### src/rtl/scl_gen_pkg.sv
`timescale 1ns/1ps
package scl_gen_pkg;
  typedef enum logic {
    PH_LOW  = 1'b0,
    PH_HIGH = 1'b1
  } phase_t;
endpackage

### src/rtl/scl_div_regs.sv
`timescale 1ns/1ps
module scl_div_regs #(
  parameter int DIV_W = 16
) (
  input  logic               clk,
  input  logic               rst_n,
  input  logic               wr_en,
  input  logic [2*DIV_W-1:0] wr_data,
  input  logic               load,
  output logic [DIV_W-1:0]   div_lo,
  output logic [DIV_W-1:0]   div_hi
);
  localparam int NFIELD = 2;

  logic [DIV_W-1:0] pend [NFIELD];
  logic [DIV_W-1:0] act  [NFIELD];

  // field 0 = low phase (bits DIV_W-1:0), field 1 = high phase (upper bits)
  for (genvar g = 0; g < NFIELD; g++) begin : g_field
    always_ff @(posedge clk or negedge rst_n) begin
      if (!rst_n) begin
        pend[g] <= '0;
        act[g]  <= '0;
      end else begin
        if (wr_en) pend[g] <= wr_data[g*DIV_W +: DIV_W];
        if (load)  act[g]  <= pend[g];
      end
    end

    AST_CFG_HOLD: assert property (@(posedge clk) disable iff (!rst_n)
      !load |=> $stable(act[g]));
  end

  assign div_lo = act[0];
  assign div_hi = act[1];
endmodule

### src/rtl/scl_phase_cnt.sv
`timescale 1ns/1ps
module scl_phase_cnt
  import scl_gen_pkg::*;
#(
  parameter int DIV_W     = 16,
  parameter int UNIT_LOG2 = 3,
  localparam int CW       = DIV_W + UNIT_LOG2
) (
  input  logic             clk,
  input  logic             rst_n,
  input  logic             en,
  input  logic [DIV_W-1:0] div_lo,
  input  logic [DIV_W-1:0] div_hi,
  output logic             scl,
  output logic             low_run,
  output logic [CW-1:0]    cnt,
  output logic             load
);
  phase_t           ph_q;
  logic             run_q;
  logic [CW-1:0]    cnt_q;
  logic [DIV_W-1:0] cur_div;
  logic [CW-1:0]    term;
  logic             at_end;

  assign cur_div = (ph_q == PH_LOW) ? div_lo : div_hi;
  assign term    = {cur_div, {UNIT_LOG2{1'b1}}};
  assign at_end  = (cnt_q == term);
  // active pair reloads when a low phase is about to begin
  assign load    = en && (!run_q || (ph_q == PH_HIGH && at_end));

  always_ff @(posedge clk or negedge rst_n) begin
    if (!rst_n) begin
      run_q <= 1'b0;
      ph_q  <= PH_HIGH;
      cnt_q <= '0;
    end else if (!en) begin
      run_q <= 1'b0;
      ph_q  <= PH_HIGH;
      cnt_q <= '0;
    end else if (!run_q) begin
      run_q <= 1'b1;
      ph_q  <= PH_LOW;
      cnt_q <= '0;
    end else if (at_end) begin
      cnt_q <= '0;
      ph_q  <= (ph_q == PH_LOW) ? PH_HIGH : PH_LOW;
    end else begin
      cnt_q <= cnt_q + CW'(1);
    end
  end

  assign scl     = (ph_q == PH_HIGH);
  assign low_run = run_q && (ph_q == PH_LOW);
  assign cnt     = cnt_q;

  AST_IDLE_HIGH: assert property (@(posedge clk) disable iff (!rst_n)
    !en |=> (scl && cnt_q == '0));
  AST_CNT_BOUND: assert property (@(posedge clk) disable iff (!rst_n)
    run_q |-> (cnt_q <= term));
  AST_EDGE_AT_TERM: assert property (@(posedge clk) disable iff (!rst_n)
    (en && run_q && !at_end) |=> $stable(ph_q));
endmodule

### src/rtl/scl_mid_strobe.sv
`timescale 1ns/1ps
module scl_mid_strobe #(
  parameter int DIV_W     = 16,
  parameter int UNIT_LOG2 = 3,
  localparam int CW       = DIV_W + UNIT_LOG2
) (
  input  logic             low_run,
  input  logic [CW-1:0]    cnt,
  input  logic [DIV_W-1:0] div_lo,
  output logic             strobe
);
  logic [CW-1:0] half;

  // half of 2^UNIT_LOG2 * (div_lo + 1)
  assign half   = (CW'(div_lo) + CW'(1)) << (UNIT_LOG2 - 1);
  assign strobe = low_run && (cnt == half);
endmodule

### src/rtl/scl_phase_gen.sv
`timescale 1ns/1ps
module scl_phase_gen #(
  parameter int DIV_W     = 16,
  parameter int UNIT_LOG2 = 3,
  localparam int CW       = DIV_W + UNIT_LOG2
) (
  input  logic               clk,
  input  logic               rst_n,
  input  logic               en,
  input  logic [2*DIV_W-1:0] cfg_wdata,
  input  logic               cfg_we,
  output logic               scl_o,
  output logic               sda_upd_o
);
  logic [DIV_W-1:0] div_lo, div_hi;
  logic             load, low_run;
  logic [CW-1:0]    cnt;

  scl_div_regs #(.DIV_W(DIV_W)) u_regs (
    .clk(clk), .rst_n(rst_n), .wr_en(cfg_we), .wr_data(cfg_wdata),
    .load(load), .div_lo(div_lo), .div_hi(div_hi)
  );

  scl_phase_cnt #(.DIV_W(DIV_W), .UNIT_LOG2(UNIT_LOG2)) u_cnt (
    .clk(clk), .rst_n(rst_n), .en(en), .div_lo(div_lo), .div_hi(div_hi),
    .scl(scl_o), .low_run(low_run), .cnt(cnt), .load(load)
  );

  scl_mid_strobe #(.DIV_W(DIV_W), .UNIT_LOG2(UNIT_LOG2)) u_strb (
    .low_run(low_run), .cnt(cnt), .div_lo(div_lo), .strobe(sda_upd_o)
  );

  AST_STROBE_IN_LOW: assert property (@(posedge clk) disable iff (!rst_n)
    sda_upd_o |-> !scl_o);
  AST_STROBE_SINGLE: assert property (@(posedge clk) disable iff (!rst_n)
    sda_upd_o |=> !sda_upd_o);
  AST_START_LOW: assert property (@(posedge clk) disable iff (!rst_n)
    $rose(en) |=> !scl_o);
endmodule

### config.mk
export PLATFORM = sky130hd
export DESIGN_NAME = scl_phase_gen
export DESIGN_NICKNAME = d
export VERILOG_FILES = /design/src/rtl/scl_gen_pkg.sv /design/src/rtl/scl_div_regs.sv /design/src/rtl/scl_phase_cnt.sv /design/src/rtl/scl_mid_strobe.sv /design/src/rtl/scl_phase_gen.sv
export SDC_FILE = /design/constraint.sdc
export NUM_CORES = 1
export LEC_CHECK = 0
export CAP_MARGIN = 20
export CORE_MARGIN = 1.5
export CORE_UTILIZATION = 55
export CTS_CLUSTER_SIZE = 40
export DETAILED_ROUTE_END_ITERATION = 10
export GPL_TIMING_DRIVEN = 1
export PLACE_DENSITY = 0.75
export SYNTH_ARGS = -nofsm -noshare
export SYNTH_HDL_FRONTEND = slang
export SYNTH_SLANG_ARGS = --single-unit
### constraint.sdc
create_clock -name clk -period 7.9 [get_ports clk]
set_input_delay 1.975 -clock clk [delete_from_list [all_inputs] [get_ports clk]]
set_output_delay 1.975 -clock clk [all_outputs]
set_load 0.03 [all_outputs]
==> results of run 1 <==
## logic make-up (layout without fill, tap and decap cells)
kind of cell	count (synthesis)	after routing	synth area share, %
simple gates	263	263	27.8
flops	85	85	41.4
buf+inv	56	63	4.72
compound gates	54	54	6.37
mux	51	51	10.8
xor+xnor	48	48	8.17
fa+ha+maj	3	3	0.730
## cell type report
class	count	area, sq um
multi-input cells	419	2780
clock inverters	6	46.3
repair buffers	43	425
fillers	782	3490
inverters	4	15.0
flip-flops and latches	85	2130
clock buffers	10	128
well taps	111	139
## cell usage after synthesis, types with 3 or more instances
library cell  count  share of area (%)
dfrtp_1          84                 41
nand3_1          77                7.5
nand2_1          48                3.5
clkbuf_1         37                2.7
a21oi_1          35                3.4
nor3b_1          35                5.1
mux2_2           33                7.2
or2_0            32                3.9
xnor2_1          32                5.4
nor2_1           26                1.9
mux2i_1          17                3.3
xor2_1           16                2.7
and3_1            9                1.1
nor4_1            9                1.1
buf_2             7               0.68
nand4_1           7               0.85
buf_1             4               0.29
inv_1             4               0.29
and2_1            3               0.36
and4_1            3               0.51
buf_6             3               0.66
ha_1              3               0.73
nor2b_1           3               0.36
nor3_1            3               0.29
o21ai_0           3               0.29
## placed cells by master, fill, tap and decap left out, types with 3 or more instances in the layout
master	n
xor2_1	16
dfrtp_1	83
mux2_2	33
and2_1	3
clkbuf_8	9
nand3_1	77
o21ai_0	3
nor4_1	9
inv_1	4
xnor2_1	32
ha_1	3
nor2b_1	3
nor3b_1	35
a21oi_1	35
nand2_1	47
buf_4	6
nor3_1	3
mux2i_1	17
clkdlybuf4s50_1	36
and3_1	9
nand4_1	7
or2_0	32
nor2_1	26
and4_1	3
## power breakdown
part | leakage [nW] | internal, mW | switching [mW]
combinational | 1.12 | 0.117 | 0.112
sequential | 1.02 | 0.484 | 0.0741
clock | 0.0833 | 0.117 | 0.166
total | 2.23 | 0.717 | 0.352
## layer usage
layer / GRT usage, % / part of all wire (%) / up-vias / routed length, um
met4: 8.99 / 1.8 / 0 / 214
li1: - / - / 1950 / -
met1: 36.5 / 48 / 2000 / 5600
met5: 0 / 0 / - / 0
met2: 38.8 / 47 / 98 / 5470
met3: 3.72 / 3.8 / 18 / 443
## registers in the layout, summed over array words and instances, names as in the netlist
name	count
u_regs.div_lo	16
u_cnt.cnt	19
u_cnt.run_q	1
u_regs.pend	32
u_cnt.scl	1
u_regs.div_hi	16
## worst max-delay path, stage by stage (launching register included)
cell and delay [ns]:
dfrtp_1 0.47, ha_1 0.34, xor2_1 0.17, or3_1 0.31
a2111o_1 0.36, and3_1 0.18, nor4_1 0.28, nor4b_1 0.28
clkdlybuf4s50_1 0.72
## final timing paths
path	from	to	slack, ns
max	u_regs.div_lo[0]$_DFFE_PN0P_	sda_upd_o	2.46
min	u_cnt.cnt[0]$_DFF_PN0_	u_cnt.cnt[0]$_DFF_PN0_	0.52
max reg2reg	u_cnt.scl$_DFFE_PN1P_	u_cnt.cnt[13]$_DFF_PN0_	5.00
min reg2reg	u_cnt.cnt[0]$_DFF_PN0_	u_cnt.cnt[0]$_DFF_PN0_	0.52
max in group asynchronous	rst_n	u_cnt.run_q$_DFF_PN0_	5.28
min in group asynchronous	rst_n	u_regs.div_lo[11]$_DFFE_PN0P_	1.58
==> results by group, run 1 <==
Status
  • Status: completed

Timing
  • Fin. max-slew vios: 0
  • Hold Fails Final Rpt: 0
  • Worst-Margin Slew: between 0.6 and 0.7 ns
  • PnR worst setup slack: roughly 2.5 ns
  • Final setup fails: 0
  • Worst Clk Skew: ~0.016 ns
  • Fmax: roughly 0.18 GHz
  • Period minus WS final: 5.44 ns
  • Worst rel slew slack: 54.4%
  • Unrepaired setup endpoints after global routing: false
  • Setup TNS: 0 ns
  • Hold WS: between 0.5 and 0.6 ns
  • Final Cycle Share: just under 70%

Global route
  • Total grt overflow: 0
  • Total GRT Usage: about a quarter
  • Vias in the first global route: 3855
  • Largest net degree at the start of global routing: between 60 and 70
  • First-pass GRT wire length: 19.7 mm
  • Initial antenna violation count: 0

Cells and area
  • Final Instance Area: 0.00566 sq mm
  • Inserted Diodes: 0
  • Fin cells: 678
  • Nets: ~600
  • Final Util: between 60% and 70%
  • Layout cells sized above 1: around 11%
  • Syn-to-layout area delta: 10.0%

Synth
  • Syn Area/Cell: between 9 and 10 sq um
  • Asr flop ratio synth: 100%
  • Cell Area, Synth: 0.00514 sq mm
  • Yosys reg bits: between 80 and 90
  • Syn_nets: about 600
  • Top FF cell, synth: dfrtp_1
  • Post-synthesis sequential area ratio: roughly two fifths
  • Warnings from Yosys: 0
  • EDFF count, synth: 0
  • Distinct cells, synth: between 40 and 50
  • Synthesized instance count: 560

Routing
  • Routed length per instance: around 17 um
  • ANT nets after route: 0
  • Starting DRT DRC Count: ~280
  • Drc violations: 0
  • Drt total wl: approximately 12 mm
  • TritonRoute pass-1 iters: 5
  • Via Count: 4066
  • Vias per inst: around 6

Place
  • Place WS: around 2.9 ns
  • Post-DP HPWL: just over 8 mm
  • Placed insts: approximately 660
  • I/O Buffers: 37
  • Placed cell area: between 0.005 and 0.006 sq mm
  • GP Congestion: 0.907

Critical path
  • CP endpoint kind: output pin
  • CP Launch Type: flip-flop
  • R2R cell count: 7
  • Kind of critical path: flip-flop to output pin
  • Critical path arrival: approximately 3.5 ns
  • Required time of the critical path: just under 6 ns
  • Crit-path max FO: 8

Clock tree
  • Clock Root Buffer: clkbuf_8
  • Clk sinks: 85
  • Number of H-tree levels: 3
  • Post-CTS Setup Bufs: 0
  • CTS max path bufs: 2
  • Num CTS Buffers: 9
  • Number of buffers inserted by hold repair at cts: 0
  • Clock slew at reported path FFs: ~0.090 ns
  • Worst-Skew Late Latency: ~0.36 ns
  • Post-CTS Resized: 0
  • CTS tree: built

Floorplanning
  • I/O pin cnt: 38
  • Starting density of the core: ~56%
  • Site Rows: 35
  • Die ar.: 0.00994 sq mm
  • Height of the die: ~100 um
  • Die Wd: around 100 um
  • Core area: 0.00915 sq mm

Run
  • Total of max-cap violations: 0

Min path
  • Worst min-delay path class: flip-flop to flip-flop
  • Hold path depth: 1

Power and ir drop
  • Static Leak: 2.23 nW
  • PD cells: approximately 190 mW/mm^2
  • Final Power: 1.07 mW
  • Max VDD drop: roughly 0.00010 V
(Power assumes the default switching activity.)
==> inputs of run 2 (changes only) <==
--- a/config.mk
+++ b/config.mk
@@ -7,11 +7,11 @@
 export LEC_CHECK = 0
 export CAP_MARGIN = 20
 export CORE_MARGIN = 1.5
-export CORE_UTILIZATION = 55
+export CORE_UTILIZATION = 54
 export CTS_CLUSTER_SIZE = 40
 export DETAILED_ROUTE_END_ITERATION = 10
 export GPL_TIMING_DRIVEN = 1
-export PLACE_DENSITY = 0.75
+export PLACE_DENSITY = 0.76
 export SYNTH_ARGS = -nofsm -noshare
 export SYNTH_HDL_FRONTEND = slang
 export SYNTH_SLANG_ARGS = --single-unit
==> constraint.sdc (replaced) <==
create_clock -name clk -period 4.84 [get_ports clk]
set_input_delay 1.21 -clock clk [delete_from_list [all_inputs] [get_ports clk]]
set_output_delay 1.21 -clock clk [all_outputs]
set_load 0.03 [all_outputs]
==> run 2 against run 1 <==
Global-route usage down 0.35 points. Sequential share of layout area down 0.45 points. Sequential power up 63%. Non-clock buffer count unchanged. Hold slack worse by 0.0039 ns. Final area up 1.2%. Die area up 1.8%. Via count down 0.64%. Worst setup slack worse by 2.3 ns. Clock skew about the same. Final cell count up 2.7%. Wire length down 1.3%.
==> results by group, run 2 (synthesized netlist as in run 1, its figures left out) <==
Routing
  • Vias per inst: 5.80 (-3.2%)
  • Met1 wire length: 5.49 mm (-1.9%)
  • Drt total wl: 11.6 mm (-1.3%)
  • Starting DRT DRC Count: 237 (-14%)
  • ANT nets after route: 0 (unchanged)
  • Via Count: 4040 (-0.64%)
  • WL met2: 5.40 mm (-1.3%)
  • Met3 Routed Length: 528 um (+19%)
  • Top layer in use: met4
  • TritonRoute pass-1 iters: 4 (-1)
  • Routed length per instance: 16.6 um (-3.8%)
  • Drc violations: 0 (unchanged)

Power and ir drop
  • Sw frac: 30.9% (-2.0 points)
  • Sw Pwr: 0.571 mW (+62%)
  • Final Power: 1.84 mW (+72%)
  • Reg power frac: 49.2% (-2.9 points)
  • Max VDD drop: 0.000207 V (+110%)
  • Clock network fraction of total power: 30.7% (+4.3 points)
  • PD cells: 322 mW/mm^2 (+70%)
  • P_int: 1.27 mW (+78%)
  • Comb power frac: 20.1% (-1.3 points)
  • Static Leak: 2.26 nW (+1.4%)

Critical path
  • Required time of the critical path: 3.63 ns (-2.30 ns)
  • Critical path arrival: 3.43 ns (-0.04 ns)
  • CP Launch Type: flip-flop
  • CP endpoint kind: output pin
  • Crit-path max FO: 8 (unchanged)
  • Kind of critical path: flip-flop to output pin

Clock tree
  • Clock slew at reported path FFs: 0.09 ns (about the same)
  • Post-CTS Setup Bufs: 0 (unchanged)
  • Number of buffers inserted by hold repair at cts: 0 (unchanged)
  • Clk sinks: 85 (unchanged)
  • CTS tree: built
  • Worst-Skew Late Latency: 0.36 ns (about the same)
  • Num CTS Buffers: 9 (unchanged)
  • Post-CTS Resized: 0 (unchanged)
  • Number of H-tree levels: 3 (unchanged)
  • CTS max path bufs: 2 (unchanged)
  • Clock Root Buffer: clkbuf_8

Timing
  • Fin. max-slew vios: 0 (unchanged)
  • Worst Clk Skew: 0.0157 ns (+0.0000869 ns)
  • Final Cycle Share: 95.8%
  • Hold WS: 0.511 ns (-0.00393 ns)
  • Worst-Margin Slew: 0.776 ns (+0.0977 ns)
  • PnR worst setup slack: 0.203 ns (-2.25 ns)
  • Final setup fails: 0 (unchanged)
  • Hold Fails Final Rpt: 0 (unchanged)
  • Fmax: approximately 0.22 GHz
  • Setup TNS: 0 ns (unchanged)
  • Worst rel slew slack: 48.3% (-6.1 points)
  • Period minus WS final: ~4.6 ns
  • Unrepaired setup endpoints after global routing: false

Run
  • Total of max-cap violations: 0 (unchanged)

Floorplanning
  • I/O pin cnt: 38 (unchanged)
  • Starting density of the core: 55.7% (-0.53 points)
  • Core area: 0.00924 sq mm (+0.96%)
  • Height of the die: 101 um (+0.89%)
  • Die Wd: 101 um (+0.89%)
  • Die ar.: 0.0101 sq mm (+1.8%)
  • Site Rows: 35 (unchanged)

Cells and area
  • Final Instance Area: 0.00573 sq mm (+1.2%)
  • Most frequent cells in the layout: dfrtp_1 (83), nand3_1 (77), nand2_1 (47), clkdlybuf4s50_1 (36)
  • Largest register FFs: 32 (unchanged)
  • Top reg by flops: u_regs.pend
  • Most common cell after layout, fill and taps aside: dfrtp_1
  • Inserted Diodes: 0 (unchanged)
  • Fin cells: 696 (+2.7%)
  • Nets: 601 (unchanged)
  • Final Util: 62.0% (+0.16 points)
  • Footprint of the multi-input gates: 0.00278 sq mm (unchanged)
  • Syn-to-layout area delta: 11.3%
  • Fillers: 773 (-1.2%)
  • Reg area: 0.00213 sq mm (unchanged)
  • Layout cells sized above 1: 11.3% (+0.18 points)

Global route
  • Total grt overflow: 0 (unchanged)
  • First-pass GRT wire length: 19.8 mm (+0.28%)
  • Total GRT Usage: 24.9% (-0.35 points)
  • Vias in the first global route: 3898 (+1.1%)
  • Initial antenna violation count: 0 (unchanged)
  • Largest net degree at the start of global routing: 67 (-1.5%)

Status
  • Status: completed

Place
  • I/O Buffers: 37 (unchanged)
  • Placed cell area: 0.00549 sq mm (+0.41%)
  • Post-DP HPWL: 7.82 mm (-4.8%)
  • GP Congestion: 0.893 (-1.5%)
  • Placed insts: 679 (+2.7%)
  • Place WS: 0.636 ns (-2.24 ns)

Min path
  • Worst min-delay path class: flip-flop to flip-flop
## run 2: layout make-up
cell class	instances	area share (%)
multi-input cells	419	48.5
repair buffers	43	7.43
clock inverters	7	1.68
clock buffers	9	2.16
inverters	4	0.262
flip-flops and latches	85	37.2
well taps	129	2.82
## run 2: critical path: stages, from the launching register on
cell             delay [ns]
dfrtp_1                0.45
ha_1                   0.33
xor2_1                 0.17
or3_1                  0.31
a2111o_1               0.36
and3_1                 0.18
nor4_1                 0.25
nor4b_1                0.28
clkdlybuf4s50_1        0.74
## run 2: power by group through the flow
stage	clock network (mW)	registers, mW	logic [mW]
after floorplan	0	0.852	0.313
after global placement	0	0.914	0.357
after detailed placement	0	0.920	0.367
after CTS	0.575	0.906	0.370
after global routing	0.608	0.923	0.415
final	0.566	0.908	0.370
## run 2: metal layers
layer,global-route usage (%),up-vias
li1,-,1943
met1,36.4,1986
met2,38.0,97
met3,4.30,14
met4,7.26,0
met5,0,-
## run 2: path summary, 6_finish.rpt
kind,start,to,slack (ns),depth (start not counted)
max,u_regs.div_lo[0]$_DFFE_PN0P_,sda_upd_o,0.20,8
min,u_cnt.cnt[0]$_DFF_PN0_,u_cnt.cnt[0]$_DFF_PN0_,0.51,1
max reg2reg,u_cnt.scl$_DFFE_PN1P_,u_cnt.cnt[2]$_DFF_PN0_,1.52,7
min reg2reg,u_cnt.cnt[0]$_DFF_PN0_,u_cnt.cnt[0]$_DFF_PN0_,0.51,1
max in group asynchronous,rst_n,u_cnt.cnt[2]$_DFF_PN0_,3.05,2
min in group asynchronous,rst_n,u_regs.pend[28]$_DFFE_PN0P_,0.92,1
